===== config.mk =====
export PLATFORM = sky130hd
export DESIGN_NAME = vcp_unit
export DESIGN_NICKNAME = d
export VERILOG_FILES = /design/src/rtl/vcp_pkg.sv /design/src/rtl/vcp_pool.sv /design/src/rtl/vcp_ctrl.sv /design/src/rtl/vcp_regbus.sv /design/src/rtl/vcp_unit.sv
export SDC_FILE = /design/constraint.sdc
export NUM_CORES = 1
export LEC_CHECK = 0
export CAP_MARGIN = 5
export CORE_ASPECT_RATIO = 0.75
export CORE_MARGIN = 2
export CORE_UTILIZATION = 40
export DETAILED_ROUTE_END_ITERATION = 10
export DONT_BUFFER_PORTS = 1
export PLACE_DENSITY = 0.65
export SLEW_MARGIN = 15
export SYNTH_ARGS = -nofsm -noshare
export SYNTH_HDL_FRONTEND = slang
export SYNTH_SLANG_ARGS = --single-unit

===== constraint.sdc =====
create_clock -name clk -period 5.55 [get_ports clk]
set_clock_uncertainty 0.05 [all_clocks]
set_input_delay 1.11 -clock clk [delete_from_list [all_inputs] [get_ports clk]]
set_output_delay 1.11 -clock clk [all_outputs]
set_load 0.01 [all_outputs]

===== src/rtl/vcp_pkg.sv =====
package vcp_pkg;

    localparam int PASID_W = 20;
    localparam int ADDR_W  = 12;

    localparam logic [ADDR_W-1:0] OFS_CAP_LO = 12'hE00;
    localparam logic [ADDR_W-1:0] OFS_CAP_HI = 12'hE04;
    localparam logic [ADDR_W-1:0] OFS_CMD_LO = 12'hE10;
    localparam logic [ADDR_W-1:0] OFS_CMD_HI = 12'hE14;
    localparam logic [ADDR_W-1:0] OFS_RSP_LO = 12'hE20;
    localparam logic [ADDR_W-1:0] OFS_RSP_HI = 12'hE24;

    localparam logic [7:0] OPC_NULL  = 8'd0;
    localparam logic [7:0] OPC_ALLOC = 8'd1;
    localparam logic [7:0] OPC_FREE  = 8'd2;

    typedef enum logic [1:0] {
        ST_OK     = 2'd0,
        ST_UNDEF  = 2'd1,
        ST_NOPASID = 2'd2
    } vc_status_e;

    typedef enum logic [1:0] {
        S_IDLE,
        S_SCAN,
        S_SINGLE
    } vc_state_e;

    typedef struct packed {
        logic [PASID_W-1:0] pasid;
        logic [7:0]         op;
    } vc_cmd_t;

    typedef struct packed {
        logic [PASID_W-1:0] result;
        vc_status_e         status;
        logic               busy;
    } vc_rsp_t;

    function automatic vc_cmd_t cmd_decode(input logic [31:0] w);
        vc_cmd_t c;
        c.op    = w[7:0];
        c.pasid = w[27:8];
        return c;
    endfunction

    function automatic logic [31:0] rsp_word(input vc_rsp_t r);
        return {4'b0, r.result, 5'b0, r.status, r.busy};
    endfunction

endpackage


===== src/rtl/vcp_pool.sv =====
module vcp_pool #(
    parameter int POOL_N = 64,
    localparam int IDX_W = (POOL_N > 1) ? $clog2(POOL_N) : 1
) (
    input  logic             clk,
    input  logic             rst,
    input  logic [IDX_W-1:0] look_idx,
    output logic             look_used,
    input  logic             set_en,
    input  logic             clr_en,
    output logic [POOL_N-1:0] map
);

    for (genvar i = 0; i < POOL_N; i++) begin : g_entry
        always_ff @(posedge clk) begin
            if (rst) begin
                map[i] <= 1'b0;
            end else if (set_en && look_idx == IDX_W'(i)) begin
                map[i] <= 1'b1;
            end else if (clr_en && look_idx == IDX_W'(i)) begin
                map[i] <= 1'b0;
            end
        end
    end

    always_comb begin
        look_used = 1'b0;
        for (int j = 0; j < POOL_N; j++) begin
            if (look_idx == IDX_W'(j)) look_used = map[j];
        end
    end

endmodule


===== src/rtl/vcp_ctrl.sv =====
module vcp_ctrl
    import vcp_pkg::*;
#(
    parameter int POOL_N = 64,
    parameter bit CAP_EN = 1'b1,
    localparam int IDX_W = (POOL_N > 1) ? $clog2(POOL_N) : 1
) (
    input  logic             clk,
    input  logic             rst,
    input  logic             cmd_post,
    input  vc_cmd_t          cmd_in,
    output vc_rsp_t          rsp,
    output logic [IDX_W-1:0] look_idx,
    input  logic             look_used,
    output logic             set_en,
    output logic             clr_en
);

    vc_state_e          state;
    vc_cmd_t            cmd_q;
    logic [IDX_W-1:0]   scan_idx;
    logic               in_range;
    logic               accept;
    logic [PASID_W-1:0] pasid_m1;

    assign accept   = cmd_post && CAP_EN && !rsp.busy;
    assign in_range = (cmd_q.pasid != '0) && (cmd_q.pasid <= PASID_W'(POOL_N));
    assign pasid_m1 = cmd_q.pasid - PASID_W'(1);

    always_comb begin
        look_idx = (state == S_SCAN) ? scan_idx : pasid_m1[IDX_W-1:0];
        set_en   = (state == S_SCAN) && !look_used;
        clr_en   = (state == S_SINGLE) && (cmd_q.op == OPC_FREE) && in_range && look_used;
    end

    always_ff @(posedge clk) begin
        if (rst) begin
            state    <= S_IDLE;
            rsp      <= '0;
            cmd_q    <= '0;
            scan_idx <= '0;
        end else begin
            case (state)
                S_IDLE: begin
                    if (accept) begin
                        rsp.busy   <= 1'b1;
                        rsp.status <= ST_OK;
                        rsp.result <= '0;
                        cmd_q      <= cmd_in;
                        scan_idx   <= '0;
                        state      <= (cmd_in.op == OPC_ALLOC) ? S_SCAN : S_SINGLE;
                    end
                end
                S_SCAN: begin
                    if (!look_used) begin
                        rsp.result <= PASID_W'(scan_idx) + PASID_W'(1);
                        rsp.busy   <= 1'b0;
                        state      <= S_IDLE;
                    end else if (scan_idx == IDX_W'(POOL_N - 1)) begin
                        rsp.status <= ST_NOPASID;
                        rsp.busy   <= 1'b0;
                        state      <= S_IDLE;
                    end else begin
                        scan_idx <= scan_idx + IDX_W'(1);
                    end
                end
                S_SINGLE: begin
                    case (cmd_q.op)
                        OPC_NULL: rsp.status <= ST_OK;
                        OPC_FREE: rsp.status <= clr_en ? ST_OK : ST_NOPASID;
                        default:  rsp.status <= ST_UNDEF;
                    endcase
                    rsp.busy <= 1'b0;
                    state    <= S_IDLE;
                end
                default: state <= S_IDLE;
            endcase
        end
    end

endmodule


===== src/rtl/vcp_regbus.sv =====
module vcp_regbus
    import vcp_pkg::*;
#(
    parameter bit CAP_EN = 1'b1
) (
    input  logic [ADDR_W-1:0] bus_addr,
    input  logic              bus_wr,
    input  logic [31:0]       bus_wdata,
    input  logic              bus_rd,
    input  logic [31:0]       rsp_lo,
    output logic              cmd_post,
    output vc_cmd_t           cmd,
    output logic [31:0]       bus_rdata
);

    logic unused_wbits;
    assign unused_wbits = ^bus_wdata[31:28];

    assign cmd_post = bus_wr && (bus_addr == OFS_CMD_LO);
    assign cmd      = cmd_decode(bus_wdata);

    always_comb begin
        bus_rdata = '0;
        if (bus_rd) begin
            case (bus_addr)
                OFS_CAP_LO: bus_rdata = {31'b0, CAP_EN};
                OFS_RSP_LO: bus_rdata = rsp_lo;
                default:    bus_rdata = '0;
            endcase
        end
    end

endmodule


===== src/rtl/vcp_unit.sv =====
module vcp_unit
    import vcp_pkg::*;
#(
    parameter int POOL_N = 64,
    parameter bit CAP_EN = 1'b1,
    localparam int IDX_W = (POOL_N > 1) ? $clog2(POOL_N) : 1
) (
    input  logic        clk,
    input  logic        rst,
    input  logic [11:0] bus_addr,
    input  logic        bus_wr,
    input  logic [31:0] bus_wdata,
    input  logic        bus_rd,
    output logic [31:0] bus_rdata
);

    vc_cmd_t            cmd;
    logic               cmd_post;
    vc_rsp_t            rsp;
    logic [IDX_W-1:0]   look_idx;
    logic               look_used;
    logic               set_en;
    logic               clr_en;
    logic [POOL_N-1:0]  pool_map;
    logic               rsp_busy;
    logic [1:0]         rsp_status;
    logic [PASID_W-1:0] rsp_result;

    assign rsp_busy   = rsp.busy;
    assign rsp_status = rsp.status;
    assign rsp_result = rsp.result;

    vcp_regbus #(.CAP_EN(CAP_EN)) u_regbus (
        .bus_addr  (bus_addr),
        .bus_wr    (bus_wr),
        .bus_wdata (bus_wdata),
        .bus_rd    (bus_rd),
        .rsp_lo    (rsp_word(rsp)),
        .cmd_post  (cmd_post),
        .cmd       (cmd),
        .bus_rdata (bus_rdata)
    );

    vcp_ctrl #(.POOL_N(POOL_N), .CAP_EN(CAP_EN)) u_ctrl (
        .clk       (clk),
        .rst       (rst),
        .cmd_post  (cmd_post),
        .cmd_in    (cmd),
        .rsp       (rsp),
        .look_idx  (look_idx),
        .look_used (look_used),
        .set_en    (set_en),
        .clr_en    (clr_en)
    );

    vcp_pool #(.POOL_N(POOL_N)) u_pool (
        .clk       (clk),
        .rst       (rst),
        .look_idx  (look_idx),
        .look_used (look_used),
        .set_en    (set_en),
        .clr_en    (clr_en),
        .map       (pool_map)
    );

endmodule


Word level (Yosys, flattened, before mapping)
Index checks and enable logic that the tools add are counted.
- register bits: 123
- reductions and logical operators: 213
- $add $sub $neg: 3
- eq/ne operators: 77
- multiplexer cells: 213
- order comparisons: 1
- operator list (operator ; number):
    == test 6 bit, second input constant ; 33
    two-way mux 1 bit ; 193
    logical AND 1 bit ; 135
    nonzero test 2 bit ; 65
    == test 6 x 5 -> 1 bit, second input constant ; 16
    one-hot mux 28 bit (2 select lines) ; 1
    == test 6 x 4 -> 1 bit, second input constant ; 8
    one-hot mux 20 bit (2 select lines) ; 1
    == test 12 bit, second input constant ; 3
    two-way mux 32 bit ; 1
    == test 6 x 3 -> 1 bit, second input constant ; 4
    two-way mux 6 bit ; 4
    two-way mux 23 bit ; 1
    <= comparator 20 x 7 -> 1 bit, second input constant ; 1
    two-way mux 20 bit ; 1
    nonzero test 20 bit ; 1
    == test 6 x 2 -> 1 bit, second input constant ; 2
    two-way mux 2 bit ; 6
    one-hot mux 6 bit (2 select lines) ; 1
    one-hot mux 3 bit (3 select lines) ; 1
    == test 8 x 1 -> 1 bit, second input constant ; 1
    == test 8 x 2 -> 1 bit, second input constant ; 1
    zero test 8 bit ; 1
    one-hot mux 2 bit (2 select lines) ; 2
    17 further kinds ; 24

Longest topological paths before layout
- depth in word-level cells: 71
- gate-level depth with buffers: 17
- depth with buffers taken out: 12

Modules after synthesis
A second synthesis with hierarchy kept.
- cell total of the unflattened synthesis: 870
- area total of the unflattened synthesis: 6580.1 µm²
- by module, submodules not included (module ; instances ; cells each ; area each (µm²) ; seq. area each (µm²)):
    vcp_pool ; 1 ; 470 ; 3492.1 ; 1281.2
    vcp_ctrl ; 1 ; 286 ; 2207.1 ; 920.9
    vcp_regbus ; 1 ; 113 ; 877.1 ; 0.0
    vcp_unit ; 1 ; 1 ; 3.8 ; 0.0

Worst setup path before layout
Ideal clock, no wire load.
- path kind: input-to-output
- start: input bus_addr[1]
- end: output bus_rdata[10]
- cell stages on the path: 5
- arrival: 2548 ps
- slack: 1842 ps
- buffers on the path: 0
- path through: or4_1 nor4_1 nand3b_1 nor2_1 and2_1
- word-level cells in the longest chain between the ends: 3
- elaborated cells between the ends (all ways): 4
- classes of those cells: eq/ne (2); mux (2)
- RTL lines (what ; RTL line ; RTL):
    start, declared ; vcp_unit.sv:10 ; input logic [11:0] bus_addr,
    == test 12 bit ; vcp_regbus.sv:25 ; case (bus_addr)
    one-hot mux 28 bit (2 select lines) * ; vcp_regbus.sv:25 ;
    two-way mux 32 bit * ; vcp_regbus.sv:24 ; if (bus_rd) begin
    end, declared ; vcp_unit.sv:14 ; output logic [31:0] bus_rdata
Mark *: on every way between the ends. The rest lies on a longest branch, timed or not.

Worst setup path in the final report
- start: register u_ctrl.state[1]
- end: register u_pool.map[7]
- word-level cells in the longest chain between the ends: 71
- elaborated cells between the ends (all ways): 140
- classes of those cells: eq/ne (65); mux (66); reduce/logical (9)
- RTL lines (what ; RTL line ; RTL):
    start, declared ; vcp_ctrl.sv:19 ; vc_state_e state;
    start signal, assigned ; vcp_ctrl.sv:51 ; state <= (cmd_in.op == OPC_ALLOC) ? S_SCAN : S_SINGLE;
    == test 2 x 1 -> 1 bit ; vcp_ctrl.sv:31, vcp_ctrl.sv:32 ;
    two-way mux 6 bit ; vcp_ctrl.sv:31 ; look_idx = (state == S_SCAN) ? scan_idx : pasid_m1[IDX_W-1:0];
    zero test 6 bit ; vcp_pool.sv:29 ; if (look_idx == IDX_W'(j)) look_used = map[j];
    two-way mux 1 bit (64 in series) ; vcp_pool.sv:29 ;
    zero test 1 bit ; vcp_ctrl.sv:32 ; set_en = (state == S_SCAN) && !look_used;
    logical AND 1 bit ; vcp_ctrl.sv:32 ;
    logical AND 1 bit ; vcp_pool.sv:18 ; end else if (set_en && look_idx == IDX_W'(i)) begin
    two-way mux 1 bit or nonzero test 2 bit (tied branches) ; - ;
    end signal, assigned by index ; vcp_pool.sv:17 ; map[i] <= 1'b0;
    end signal, assigned by index ; vcp_pool.sv:19 ; map[i] <= 1'b1;
    end signal, assigned by index ; vcp_pool.sv:21 ; map[i] <= 1'b0;
    end, declared ; vcp_pool.sv:11 ; output logic [POOL_N-1:0] map
Several ways; a longest one is shown, not always the timed one.
A chain may end at the register's enable or synchronous reset.

==> results.cfg <==
[status]
outcome = completed

[setup_path]
cpMaxStageDelayCell = ha_1
path_cells = inv_1 > ha_1 > buf_4 > nand3b_1 > nand2_1 > a222oi_1 > o221a_1 > o32ai_1 > o221ai_1 > a221oi_4 > nor2_4 > buf_4 > o31ai_1 > a21oi_1
worstPathRequired_ps = 5730
worstPathArrival_ps = 4780
cp-end-kind = flip-flop
crit_fanout = 50
critPathMostFrequentCell = buf_4
crit_type = reg -> reg
slowest_delay_ps = 680
critPathLaunchType = flip-flop

[cts]
h-tree-depth = 3
cts_setup_buffers = 0
cts.sinks = 110
path_clk_slew_ps = 70
clk_latency_ps = 350
clockBufferDepth = 2
cts_root_buf = clkbuf_16
ctsHoldBuffers = 0
cts_buffers = 9
ctsResizeCount = 0
cts_tree = built

[logic_synthesis]
synth_top_area_frac = 0.3474
avgSynthCellArea_um2 = 7.628
yosysMostFrequentCell = dfxtp_1
synth_edf_count = 0
syn_area_mm2 = 0.006339
synth.top_cells.by_count = 110 x dfxtp_1, 108 x nand2_1, 103 x a21oi_1
synth_top_flop_cell = dfxtp_1
synth_seq_area_share = 0.3474
synthArstFlopShare = 0
synthCells = 831
synthTopCellsByArea = dfxtp_1 35%, a21oi_1 8.1%, nand2_1 6.4%
yosysWarnings = 0
ys_ff_latch = 110
synth_area_leader_cell = dfxtp_1
ys_types = 82

[route]
avgViaCountPerCell = 6.126
wl_per_cell_um = 19.22
drt-initial-drc-count = 646
vias = 6175
routed_wl_mm = 19.37
ant_nets = 0
drc = 0
drt_first_pass_iters = 6

[timing]
fin_setup_tns_ps = 0
rsz0062_at_grt = no
clock.fmax_ghz = 0.2177
timing.final.crit_share = 0.8278
tightest_slew_ps = 1209
slew_headroom = 0.1910
layout_min_cycle_time_ps = 4594
final_max_slew_viol_count = 0
setup_violations = 0
hold_viol_final = 0

[floorplan]
dieHeight_um = 113.0
io_pins = 80
start_util = 0.4124
die_width_um = 149.4
design.die.area_mm2 = 0.01688
core-area_mm2 = 0.01537
rows = 39

[finish]
antenna_cells = 0
final_nets = 852
fill_cells = 1604
area_delta_synth_final_pct = 5.270
final_util = 0.4341
drive_above_1_share = 0.05729

[global_routing]
grt_pass1_wl_mm = 31.27
antenna_found_initial = 0
grt_pass1_vias = 5560
grt_max_degree = 95
grt_overflow = 0
track_usage = 0.2329

[power]
pwr_density_cell_mw_per_mm2 = 227.5
max-vdd-ir-drop_mv = 0.1356
leakage_uw = 0.002129

[flow_run]
cap_violations = 0

[placed_design]
place_congestion = 1.003
io_buffers = 0
hpwl_mm = 13.66

[hold_path]
hold_path.class = reg -> reg
registers in the layout, summed over array words and instances, names as in the netlist:
register and count:
u_ctrl.cmd_q 28, u_ctrl.rsp 10, u_ctrl.state 2, u_ctrl.scan_idx 6, u_pool.map 64
metrics by stage:
stage	hold WS, ps	std cells	total power, uW	worst slack [ps]	area [um^2]
after global placement	386.4	992	865.1	1020	6361
after CTS	402.0	1008	1527	963.1	6669
after detailed placement	390.7	992	866.5	855.3	6361
final	403.3	1008	1518	955.5	6673
after floorplan	380.8	852	876.2	1842	6417
after global routing	415.6	1008	1566	646.5	6673
layout by cell type, fill, tap and decap left out, drive strengths merged, types with 7 or more instances in the layout:
| master | n |
|---|---|
| nor3 | 9 |
| and2 | 15 |
| buf | 14 |
| a21oi | 103 |
| nand2 | 108 |
| nor2 | 59 |
| o21ai | 75 |
| o31ai | 33 |
| mux2i | 7 |
| conb | 22 |
| dfxtp | 110 |
| o32ai | 7 |
| inv | 17 |
| o211ai | 21 |
| nor2b | 8 |
| clkbuf | 10 |
| o22ai | 8 |
| nand3 | 41 |
| mux2 | 8 |
power breakdown:
group	total (uW)	internal [uW]	leakage [uW]	switching (uW)
Combinational	34.8	13.1	0.00109	21.7
Clock	669	359	0.000151	309
Sequential	815	801	0.000888	13.1
Total	1520	1170	0.00213	344
area by class of cell:
cell class	count	area (um^2)	share of cell area
flip-flops and latches	110	2202	0.3300
repair buffers	14	105.1	0.01575
well taps	205	256.5	0.03844
inverters	16	60.06	0.009001
clock inverters	6	78.83	0.01181
multi-input cells	647	3741	0.5607
clock buffers	10	229.0	0.03431
per-layer routing:
layer | global-route usage | vias to the layer above | wire length (um)
li1 | - | 2933 | -
met4 | 0.05651 | 0 | 333
met5 | 0 | - | 0
met1 | 0.3659 | 2888 | 9452
met3 | 0.05887 | 31 | 2139
met2 | 0.3107 | 323 | 7449
worst max-delay path, delay by kind of cell, from the launching register on:
| family | cells | cell delay (ps) |
|---|---|---|
| AO/OA/AOI/OAI | 7 | 1900 |
| adder cells (fa/ha/maj) | 1 | 680 |
| buffers and inverters | 3 | 690 |
| AND/OR/NAND/NOR | 3 | 790 |
| flip-flops | 1 | 330 |
cells by family after synthesis:
logic type                 Yosys count  share of synthesized area
other                                1                  0.0005916
adders and majority gates            6                    0.01184
xor gates and xnor gates             6                   0.008291
AOI/OAI and AO/OA                  306                     0.3095
and+or+nand+nor                    292                     0.2217
buffers and inverters               95                    0.07540
muxes                               15                    0.02527
DFF                                110                     0.3474
worst paths after layout:
kind                    startpoint          endpoint  slack (ps)  depth (start not counted)
setup reg to reg   u_ctrl.state[1]     u_pool.map[7]         960                         14
hold / removal    u_ctrl.cmd_q[20]  u_ctrl.cmd_q[20]         400                          2
setup / recovery   u_ctrl.state[1]     u_pool.map[7]         960                         14
hold reg to reg   u_ctrl.cmd_q[20]  u_ctrl.cmd_q[20]         400                          2
No activity file was read; power rests on OpenSTA's default activity.
